### src/rtl/irqx_pkg.sv
package irqx_pkg;
   typedef enum logic [1:0] {
      SEL_NONE = 2'd0,
      SEL_PEND = 2'd1,
      SEL_RAW  = 2'd2,
      SEL_ENAB = 2'd3
   } irqx_sel_e;
endpackage

### src/rtl/irqx_sync.sv
module irqx_sync #(
   parameter int WIDTH  = 16,
   parameter int STAGES = 2
) (
   input  logic             clk,
   input  logic             rst_n,
   input  logic [WIDTH-1:0] d,
   output logic [WIDTH-1:0] q
);
   initial begin
      if (STAGES < 2) $error("irqx_sync: STAGES must be at least 2");
   end

   logic [WIDTH-1:0] stg [STAGES];

   always_ff @(posedge clk or negedge rst_n) begin
      if (!rst_n) stg[0] <= '0;
      else        stg[0] <= d;
   end

   for (genvar i = 1; i < STAGES; i++) begin : g_stage
      always_ff @(posedge clk or negedge rst_n) begin
         if (!rst_n) stg[i] <= '0;
         else        stg[i] <= stg[i-1];
      end
   end

   assign q = stg[STAGES-1];
endmodule

### src/rtl/irqx_decode.sv
module irqx_decode
   import irqx_pkg::*;
#(
   parameter int             ADDR_W   = 8,
   parameter logic [ADDR_W-1:0] OFS_PEND = 8'h16,
   parameter logic [ADDR_W-1:0] OFS_RAW  = 8'h18,
   parameter logic [ADDR_W-1:0] OFS_ESET = 8'h1A,
   parameter logic [ADDR_W-1:0] OFS_ECLR = 8'h1C
) (
   input  logic [ADDR_W-1:0] addr,
   input  logic              wr_en,
   output logic              ack_wr,
   output logic              eset_wr,
   output logic              eclr_wr,
   output irqx_sel_e         rsel
);
   always_comb begin
      ack_wr  = 1'b0;
      eset_wr = 1'b0;
      eclr_wr = 1'b0;
      rsel    = SEL_NONE;
      if (addr == OFS_PEND) begin
         ack_wr = wr_en;
         rsel   = SEL_PEND;
      end else if (addr == OFS_RAW) begin
         rsel   = SEL_RAW;
      end else if (addr == OFS_ESET) begin
         eset_wr = wr_en;
         rsel    = SEL_ENAB;
      end else if (addr == OFS_ECLR) begin
         eclr_wr = wr_en;
         rsel    = SEL_ENAB;
      end
   end
endmodule

### src/rtl/irqx_core.sv
module irqx_core #(
   parameter int LINES = 16
) (
   input  logic             clk,
   input  logic             rst_n,
   input  logic [LINES-1:0] raw,
   input  logic             ack_wr,
   input  logic             eset_wr,
   input  logic             eclr_wr,
   input  logic [LINES-1:0] wdata,
   output logic [LINES-1:0] pend,
   output logic [LINES-1:0] enab
);
   logic [LINES-1:0] ack_bits;

   assign ack_bits = ack_wr ? wdata : '0;

   // a request arriving in the acknowledge cycle wins over the clear
   always_ff @(posedge clk or negedge rst_n) begin
      if (!rst_n) pend <= '0;
      else        pend <= (pend & ~ack_bits) | raw;
   end

   always_ff @(posedge clk or negedge rst_n) begin
      if (!rst_n)       enab <= '0;
      else if (eset_wr) enab <= enab | wdata;
      else if (eclr_wr) enab <= enab & ~wdata;
   end
endmodule

### src/rtl/irq_expander.sv
module irq_expander
   import irqx_pkg::*;
#(
   parameter int                LINES       = 16,
   parameter int                DATA_W      = 16,
   parameter int                ADDR_W      = 8,
   parameter int                SYNC_STAGES = 2,
   parameter logic [ADDR_W-1:0] OFS_PEND    = 8'h16,
   parameter logic [ADDR_W-1:0] OFS_RAW     = 8'h18,
   parameter logic [ADDR_W-1:0] OFS_ESET    = 8'h1A,
   parameter logic [ADDR_W-1:0] OFS_ECLR    = 8'h1C
) (
   input  logic              clk,
   input  logic              rst_n,
   input  logic [ADDR_W-1:0] addr,
   input  logic              wr_en,
   input  logic              rd_en,
   input  logic [DATA_W-1:0] wr_data,
   output logic [DATA_W-1:0] rd_data,
   input  logic [LINES-1:0]  irq_lines,
   output logic              host_irq
);
   initial begin
      if (LINES < 1 || LINES > DATA_W)
         $error("irq_expander: LINES must be between 1 and DATA_W");
   end

   logic [LINES-1:0] raw_q;
   logic [LINES-1:0] pend_q;
   logic [LINES-1:0] enab_q;
   logic             ack_wr, eset_wr, eclr_wr;
   irqx_sel_e        rsel;
   logic [DATA_W-1:0] rd_next;

   irqx_sync #(.WIDTH(LINES), .STAGES(SYNC_STAGES)) u_sync (
      .clk(clk), .rst_n(rst_n), .d(irq_lines), .q(raw_q)
   );

   irqx_decode #(
      .ADDR_W(ADDR_W), .OFS_PEND(OFS_PEND), .OFS_RAW(OFS_RAW),
      .OFS_ESET(OFS_ESET), .OFS_ECLR(OFS_ECLR)
   ) u_dec (
      .addr(addr), .wr_en(wr_en), .ack_wr(ack_wr),
      .eset_wr(eset_wr), .eclr_wr(eclr_wr), .rsel(rsel)
   );

   irqx_core #(.LINES(LINES)) u_core (
      .clk(clk), .rst_n(rst_n), .raw(raw_q), .ack_wr(ack_wr),
      .eset_wr(eset_wr), .eclr_wr(eclr_wr), .wdata(wr_data[LINES-1:0]),
      .pend(pend_q), .enab(enab_q)
   );

   always_comb begin
      rd_next = '0;
      unique case (rsel)
         SEL_PEND: rd_next[LINES-1:0] = pend_q;
         SEL_RAW:  rd_next[LINES-1:0] = raw_q;
         SEL_ENAB: rd_next[LINES-1:0] = enab_q;
         default:  rd_next = '0;
      endcase
   end

   always_ff @(posedge clk or negedge rst_n) begin
      if (!rst_n)     rd_data <= '0;
      else if (rd_en) rd_data <= rd_next;
   end

   assign host_irq = |(pend_q & enab_q);
endmodule

### config.mk
export PLATFORM = sky130hd
export DESIGN_NAME = irq_expander
export DESIGN_NICKNAME = d
export VERILOG_FILES = /design/src/rtl/irqx_pkg.sv /design/src/rtl/irqx_sync.sv /design/src/rtl/irqx_decode.sv /design/src/rtl/irqx_core.sv /design/src/rtl/irq_expander.sv
export SDC_FILE = /design/constraint.sdc
export NUM_CORES = 1
export LEC_CHECK = 0
export BUFFER_PORTS_ARGS = -buffer_cell sky130_fd_sc_hd__buf_2
export CORE_MARGIN = 2
export CORE_UTILIZATION = 41
export DETAILED_ROUTE_END_ITERATION = 6
export PLACE_DENSITY = 0.7
export SLEW_MARGIN = 20
export SYNTH_ARGS = -nofsm -noshare
export SYNTH_HDL_FRONTEND = slang
export SYNTH_SLANG_ARGS = --single-unit
### constraint.sdc
create_clock -name clk -period 3.15 [get_ports clk]
set_input_delay 0.4725 -clock clk [delete_from_list [all_inputs] [get_ports clk]]
set_output_delay 0.4725 -clock clk [all_outputs]
set_load 0.01 [all_outputs]
==> flow_metrics.env, run 1 <==
export IMPL_dp_slack_ns=0.8961
export IMPL_core_rowCount=33
export IMPL_start_util=0.4245
export IMPL_grt_max_degree=81
export IMPL_cts_tree="done"
export IMPL_grt_pass1_vias=2419
export IMPL_period_share=0.6878
export IMPL_critPathSlowestCell="dfrtp_1"
export IMPL_io_pins=61
export IMPL_pwr_share_comb=0.096
export IMPL_dieArea_um2=9306
export IMPL_vias=2642
export IMPL_leakagePower_nw=1.736
export IMPL_cp_top_family="compound AO/OA/AOI/OAI gates"
export IMPL_portBuffers=60
export IMPL_yosys_area_top_type="dfrtp_1"
export IMPL_worstHoldPathType="in -> reg"
export IMPL_hpwl_um=5347
export IMPL_placed_cell_area_um2=3836
export IMPL_ys_seq_elements=80
export IMPL_gr_total_overflow=0
export IMPL_drt_iter0_drc=241
export IMPL_fin_nets=382
export IMPL_die_y_um=96.47
export IMPL_max_cap_violations=0
export IMPL_syn_nets=335
export IMPL_powerDensity_nw_per_um2=488.9
export IMPL_use_met3=0.02715
export IMPL_timing_fmax_mhz=461.6
export IMPL_cts_buffers_inserted=9
export IMPL_diodes=0
export IMPL_netlist_area_um2=3506
export IMPL_cp_num_cells=4
export IMPL_finalSetupViolCount=0
export IMPL_end_kind="output port"
export IMPL_crit_end="host_irq"
export IMPL_synth_cells=291
export IMPL_ys_types=25
export IMPL_critPathBufInv=1
export IMPL_final_cell_mix="80 x dfrtp_1, 59 x buf_2, 33 x nand4_1"
export IMPL_cp_max_fo=4
export IMPL_synthTopCellsByArea="dfrtp_1 57%, nand4_1 5.9%, o221a_2 5.1%, a22o_1 5.0%, mux2i_1 4.6%"
export IMPL_slew_headroom=0.3552
export IMPL_cts_htree_levels=3
export IMPL_use_met1=0.2569
export IMPL_vdd_drop_max_uv=275.4
export IMPL_maxSlewViolCount=0
export IMPL_globalplace_congestion=0.7968
export IMPL_timing_rr_end="rd_data[14]$_DFFE_PN0P_"
export IMPL_rsz0062_at_grt="no"
export IMPL_sw_frac_of_total=0.2445
export IMPL_slowest_delay_ns=0.42
export IMPL_regToRegSetupSlack_ns=2.11
export IMPL_grt_util_all_layers=0.1837
export IMPL_placeableCoreArea_um2=8258
export IMPL_rr_worst_depth=3
export IMPL_gr_usage_met2=0.2917
export IMPL_routed_wl_um=8099
export IMPL_fin_setup_tns_ns=0
export IMPL_critPathLaunchType="flip-flop"
export IMPL_outcome="finished, final reports clean"
export IMPL_areaGrowthSynthToFinish_pct=14.70
export IMPL_cts_hold_buf=0
export IMPL_final_hold_viol_count=0
export IMPL_clock_path_buffers=2
export IMPL_layout_drive_gt1_share=0.2828
export IMPL_cts_resized=0
export IMPL_busiest_layer="met2"
export IMPL_synth_yosys_warnings=0
export IMPL_root_buffer="clkbuf_8"
export IMPL_antenna_left=0
export IMPL_detail_route_wl_per_cell_um=18.08
export IMPL_synth_top_area_frac=0.5710
export IMPL_final_common_cell="dfrtp_1"
export IMPL_firstDrtPassIters=5
export IMPL_postLayoutCellArea_um2=4021
export IMPL_syn_avg_cell_area_um2=12.05
export IMPL_clk_latency_ns=0.35
export IMPL_seq_power_share=0.549
export IMPL_skew_ns=0.008243
export IMPL_cp_required_ns=2.68
export IMPL_worst_pin_slew_ns=0.9672
export IMPL_drc=0
export IMPL_grt_pass1_wl_um=12620
export IMPL_arrival_ns=1.69
export IMPL_yosysSeqAreaShare=0.5710
export IMPL_clk_pin_slew_ns=0.08
export IMPL_clock_sinks=80
export IMPL_clkPwrFrac=0.354
export IMPL_setup_ws_ns=0.9834
export IMPL_antenna_found_initial=0
export IMPL_fin_crit_ns=2.167
export IMPL_die_width_um=96.47
export IMPL_cts_setup_buffers=0
export IMPL_worstSetupPathType="reg -> out"
export IMPL_p_switching_uw=480.8
export IMPL_via_per_inst=5.897
export IMPL_crit_chain="a22o_1 -> a221oi_1 -> nand4_1 -> buf_2"
export IMPL_p_int_mw=1.485
[per-stage QoR]
step,total power [mW],hold WS [ns],utilization,std cells
2_1_floorplan,1.199,0.1769,-,291
3_3_place_gp,1.285,0.3328,0.4645,432
3_5_place_dp,1.289,0.3347,0.4645,432
4_1_cts,1.982,0.2136,0.4870,448
5_1_grt,2.041,0.2170,0.4870,448
6_report,1.966,0.2238,0.4870,448
[cells in the mapped netlist]
| master | count |
|---|---|
| o2111ai_4 | 1 |
| a21o_1 | 16 |
| and4b_1 | 1 |
| a21boi_0 | 1 |
| buf_1 | 5 |
| nor3_1 | 1 |
| dfrtp_1 | 80 |
| buf_6 | 1 |
| clkbuf_1 | 11 |
| mux2i_1 | 16 |
| nand4_1 | 33 |
| buf_4 | 4 |
| buf_2 | 8 |
| nand2_1 | 16 |
| nor2b_1 | 2 |
| nand4b_1 | 16 |
| nor4b_4 | 1 |
| a221oi_1 | 4 |
| o221a_2 | 16 |
| a22o_1 | 20 |
| inv_1 | 17 |
| o22ai_1 | 16 |
| nand2b_1 | 2 |
| and3_1 | 1 |
| and3b_1 | 2 |
[final cells by class]
type,instances,area [µm²]
flip-flops and latches,80,2002
clock buffers,14,172.7
fillers,769,4237
repair buffers,65,340.3
inverters,17,63.81
clock inverters,2,12.51
well taps,105,131.4
multi-input cells,165,1299
[worst min path at each step]
stage | slack, ns | start | to | depth (start not counted)
4_1_cts | 0.21 | irq_lines[1] | u_sync.stg[17]$_DFF_PN0_ | 1
3_3_place_gp | 0.33 | u_sync.stg[21]$_DFF_PN0_ | u_sync.q[5]$_DFF_PN0_ | 0
6_report | 0.22 | irq_lines[13] | u_sync.stg[29]$_DFF_PN0_ | 1
2_1_floorplan | 0.18 | rst_n | asynchronous set/reset pin | 0
5_1_grt | 0.22 | irq_lines[13] | u_sync.stg[29]$_DFF_PN0_ | 1
3_5_place_dp | 0.33 | u_sync.stg[17]$_DFF_PN0_ | u_sync.q[1]$_DFF_PN0_ | 0
[per-layer routing]
metal	share of wire	up-vias
met4	0.014	0
met1	0.46	1311
met5	0	-
met3	0.065	11
met2	0.46	107
li1	-	1213
[kinds of logic after synthesis]
family / count (synthesis) / share of synthesized area
muxes: 16 / 0.04568
buffers and inverters: 46 / 0.05853
AOI/OAI and AO/OA: 74 / 0.1838
and+or+nand+nor: 75 / 0.1410
DFF: 80 / 0.5710
[power by group through the flow]
| stage | Clock (mW) | Combinational, mW | Sequential [mW] |
|---|---|---|---|
| 3_5_place_dp | 0 | 0.190 | 1.10 |
| 5_1_grt | 0.751 | 0.207 | 1.08 |
| 2_1_floorplan | 0 | 0.106 | 1.09 |
| 4_1_cts | 0.712 | 0.190 | 1.08 |
| 6_report | 0.697 | 0.189 | 1.08 |
| 3_3_place_gp | 0 | 0.186 | 1.10 |
(Power assumes the default switching activity.)
==> run 2, diff against run 1 <==
- PLACE_DENSITY: 0.7 -> 0.73
- clock period: 3.15 -> 1.9 ns (I/O delays scaled with it)
==> run 2 against run 1 <==
Effect of this change:
- non-clock buffer count up 16
- cell area is 4.9% higher
- count of clock-buffer cells in the layout shrank 2
- worst setup slack lost 0.92 ns
- via count grew 1.2%
- clock skew decreased by 0.0012 ns
- sequential power up 66%
- clock power up 99%
- combinational power rose by 84%
- wire length rose by 3.1%
- first-iteration DRC count shrank 24%
- flip-flop and latch count unchanged
- critical path type unchanged
- critical endpoint unchanged
- highest routed layer unchanged
==> flow_metrics.env, run 2 (synthesis gave the netlist of run 1 again) <==
export IMPL_outcome="finished, final reports clean"
export IMPL_period_share=0.9643
export IMPL_hpwl_um=5737
export IMPL_clk_latency_ns=0.35
export IMPL_die_y_um=96.47
export IMPL_fin_nets=398
export IMPL_final_common_cell="dfrtp_1"
export IMPL_final_hold_viol_count=0
export IMPL_worst_pin_slew_ns=0.4791
export IMPL_clock_sinks=80
export IMPL_die_width_um=96.47
export IMPL_drt_iter0_drc=182
export IMPL_clk_pin_slew_ns=0.08
export IMPL_rsz0062_at_grt="no"
export IMPL_p_switching_uw=836.8
export IMPL_worstHoldPathType="in -> reg"
export IMPL_cts_tree="done"
export IMPL_io_pins=61
export IMPL_seq_power_share=0.508
export IMPL_powerDensity_nw_per_um2=835.7
export IMPL_vias=2675
export IMPL_cp_required_ns=1.62
export IMPL_critPathBufInv=1
export IMPL_clock_path_buffers=2
export IMPL_critPathSlowestCell="dfrtp_1"
export IMPL_routed_wl_um=8347
export IMPL_timing_fmax_mhz=545.8
export IMPL_portBuffers=60
export IMPL_drc=0
export IMPL_max_cap_violations=0
export IMPL_finalSetupViolCount=0
export IMPL_start_util=0.4245
export IMPL_arrival_ns=1.55
export IMPL_detail_route_wl_per_cell_um=17.99
export IMPL_cp_max_fo=3
export IMPL_antenna_left=0
export IMPL_vdd_drop_max_uv=512.8
export IMPL_maxSlewViolCount=0
export IMPL_core_rowCount=33
export IMPL_timing_hold_ws_ns=0.03221
export IMPL_diodes=0
export IMPL_grt_util_all_layers=0.1919
export IMPL_root_buffer="clkbuf_8"
export IMPL_grt_pass1_wl_um=13170
export IMPL_pwr_share_comb=0.098
export IMPL_p_int_mw=2.688
export IMPL_layout_drive_gt1_share=0.3231
export IMPL_placeableCoreArea_um2=8258
export IMPL_end_kind="output port"
export IMPL_firstDrtPassIters=5
export IMPL_cts_buffers_inserted=9
export IMPL_cp_top_family="compound AO/OA/AOI/OAI gates"
export IMPL_slew_headroom=0.6806
export IMPL_slowest_delay_ns=0.41
export IMPL_crit_chain="a22o_1 -> a221oi_2 -> nand4_1 -> buf_2"
export IMPL_worstSetupPathType="reg -> out"
export IMPL_skew_ns=0.007026
export IMPL_fin_setup_tns_ns=0
export IMPL_via_per_inst=5.765
export IMPL_grt_pass1_vias=2581
export IMPL_cts_htree_levels=3
export IMPL_sw_frac_of_total=0.2374
export IMPL_clkPwrFrac=0.393
export IMPL_critPathLaunchType="flip-flop"
export IMPL_dieArea_um2=9306
export IMPL_fin_crit_ns=1.832
export IMPL_gr_total_overflow=0
export IMPL_areaGrowthSynthToFinish_pct=20.31
export IMPL_globalplace_congestion=0.8383
export IMPL_grt_max_degree=46
export IMPL_antenna_found_initial=0
export IMPL_leakagePower_nw=1.843
export IMPL_final_cell_mix="80 x dfrtp_1, 59 x buf_2, 33 x nand4_1"
==> run 2: cell count changes in the layout (fill, tap and decap cells not counted), sizes merged <==
cell / change
clkinv: -1
buf: +15
clkbuf: -2
bufinv: +2
dlygate4sd3: +1
inv: +1
==> run 2: worst register-to-register path: cells and delay by family, from the launching register on <==
family	cells	cell delay (ns)
buf+inv	1	0.14
compound gates	2	0.29
mux	1	0.14
flops	1	0.40
==> run 2: per-layer routing <==
| metal | wire (µm) | vias to the layer above | global-route usage |
|---|---|---|---|
| li1 | - | 1245 | - |
| met1 | 3604 | 1291 | 0.2689 |
| met2 | 3903 | 126 | 0.2894 |
| met3 | 698 | 13 | 0.03646 |
| met4 | 139 | 0 | 0.08920 |
| met5 | 0 | - | 0 |
==> run 2: what timing repair did <==
item / in CTS / in global routing
resized for setup: 2 / 2
hold buffers: 1 / 0
endpoints found under the setup margin: 1 / 1
pin swaps: 0 / 2
gates cloned: 0 / 0
setup buffers: 0 / 5
hold endpoints to repair: 35 / 0
==> run 2: power groups by stage <==
| stage | combinational, mW | sequential (mW) | clock, mW |
|---|---|---|---|
| after global routing | 0.381 | 1.80 | 1.49 |
| final | 0.347 | 1.79 | 1.39 |
| after detailed placement | 0.331 | 1.82 | 0 |
| after CTS | 0.336 | 1.79 | 1.41 |
| after global placement | 0.328 | 1.82 | 0 |
| after floorplan | 0.176 | 1.81 | 0 |
==> run 2: final timing paths <==
path	end	cells after the start	startpoint	slack [ns]
max	host_irq	4	flip-flop	0.07
min in group asynchronous	u_sync.stg[31]$_DFF_PN0_	2	rst_n	0.42
max reg2reg	rd_data[11]$_DFFE_PN0P_	4	flip-flop	0.80
max in group asynchronous	u_sync.q[4]$_DFF_PN0_	3	rst_n	0.88
min reg2reg	u_sync.q[4]$_DFF_PN0_	0	u_sync.stg[20]$_DFF_PN0_	0.35
min	u_sync.stg[26]$_DFF_PN0_	1	irq_lines[10]	0.03
==> run 2: metrics by stage <==
step	util	setup WS [ns]	area, µm²	total power [mW]	std cells
finish	0.5108	0.06785	4218	3.525	464
global route	0.5108	0.003317	4218	3.671	464
CTS	0.5047	0.007578	4168	3.533	459
detailed placement	0.4752	0.2687	3924	2.155	442
global placement	0.4752	0.2762	3924	2.150	442
floorplan	-	0.4658	3506	1.987	291
==> run 2: area by class of cell <==
cell class	count	area, µm²
Timing Repair Buffer	81	475.5
Inverter	17	63.81
Multi-Input combinational cell	165	1324
Sequential cell	80	2002
Fill cell	761	4040
Tap cell	105	131.4
Clock inverter	4	76.32
Clock buffer	12	145.1
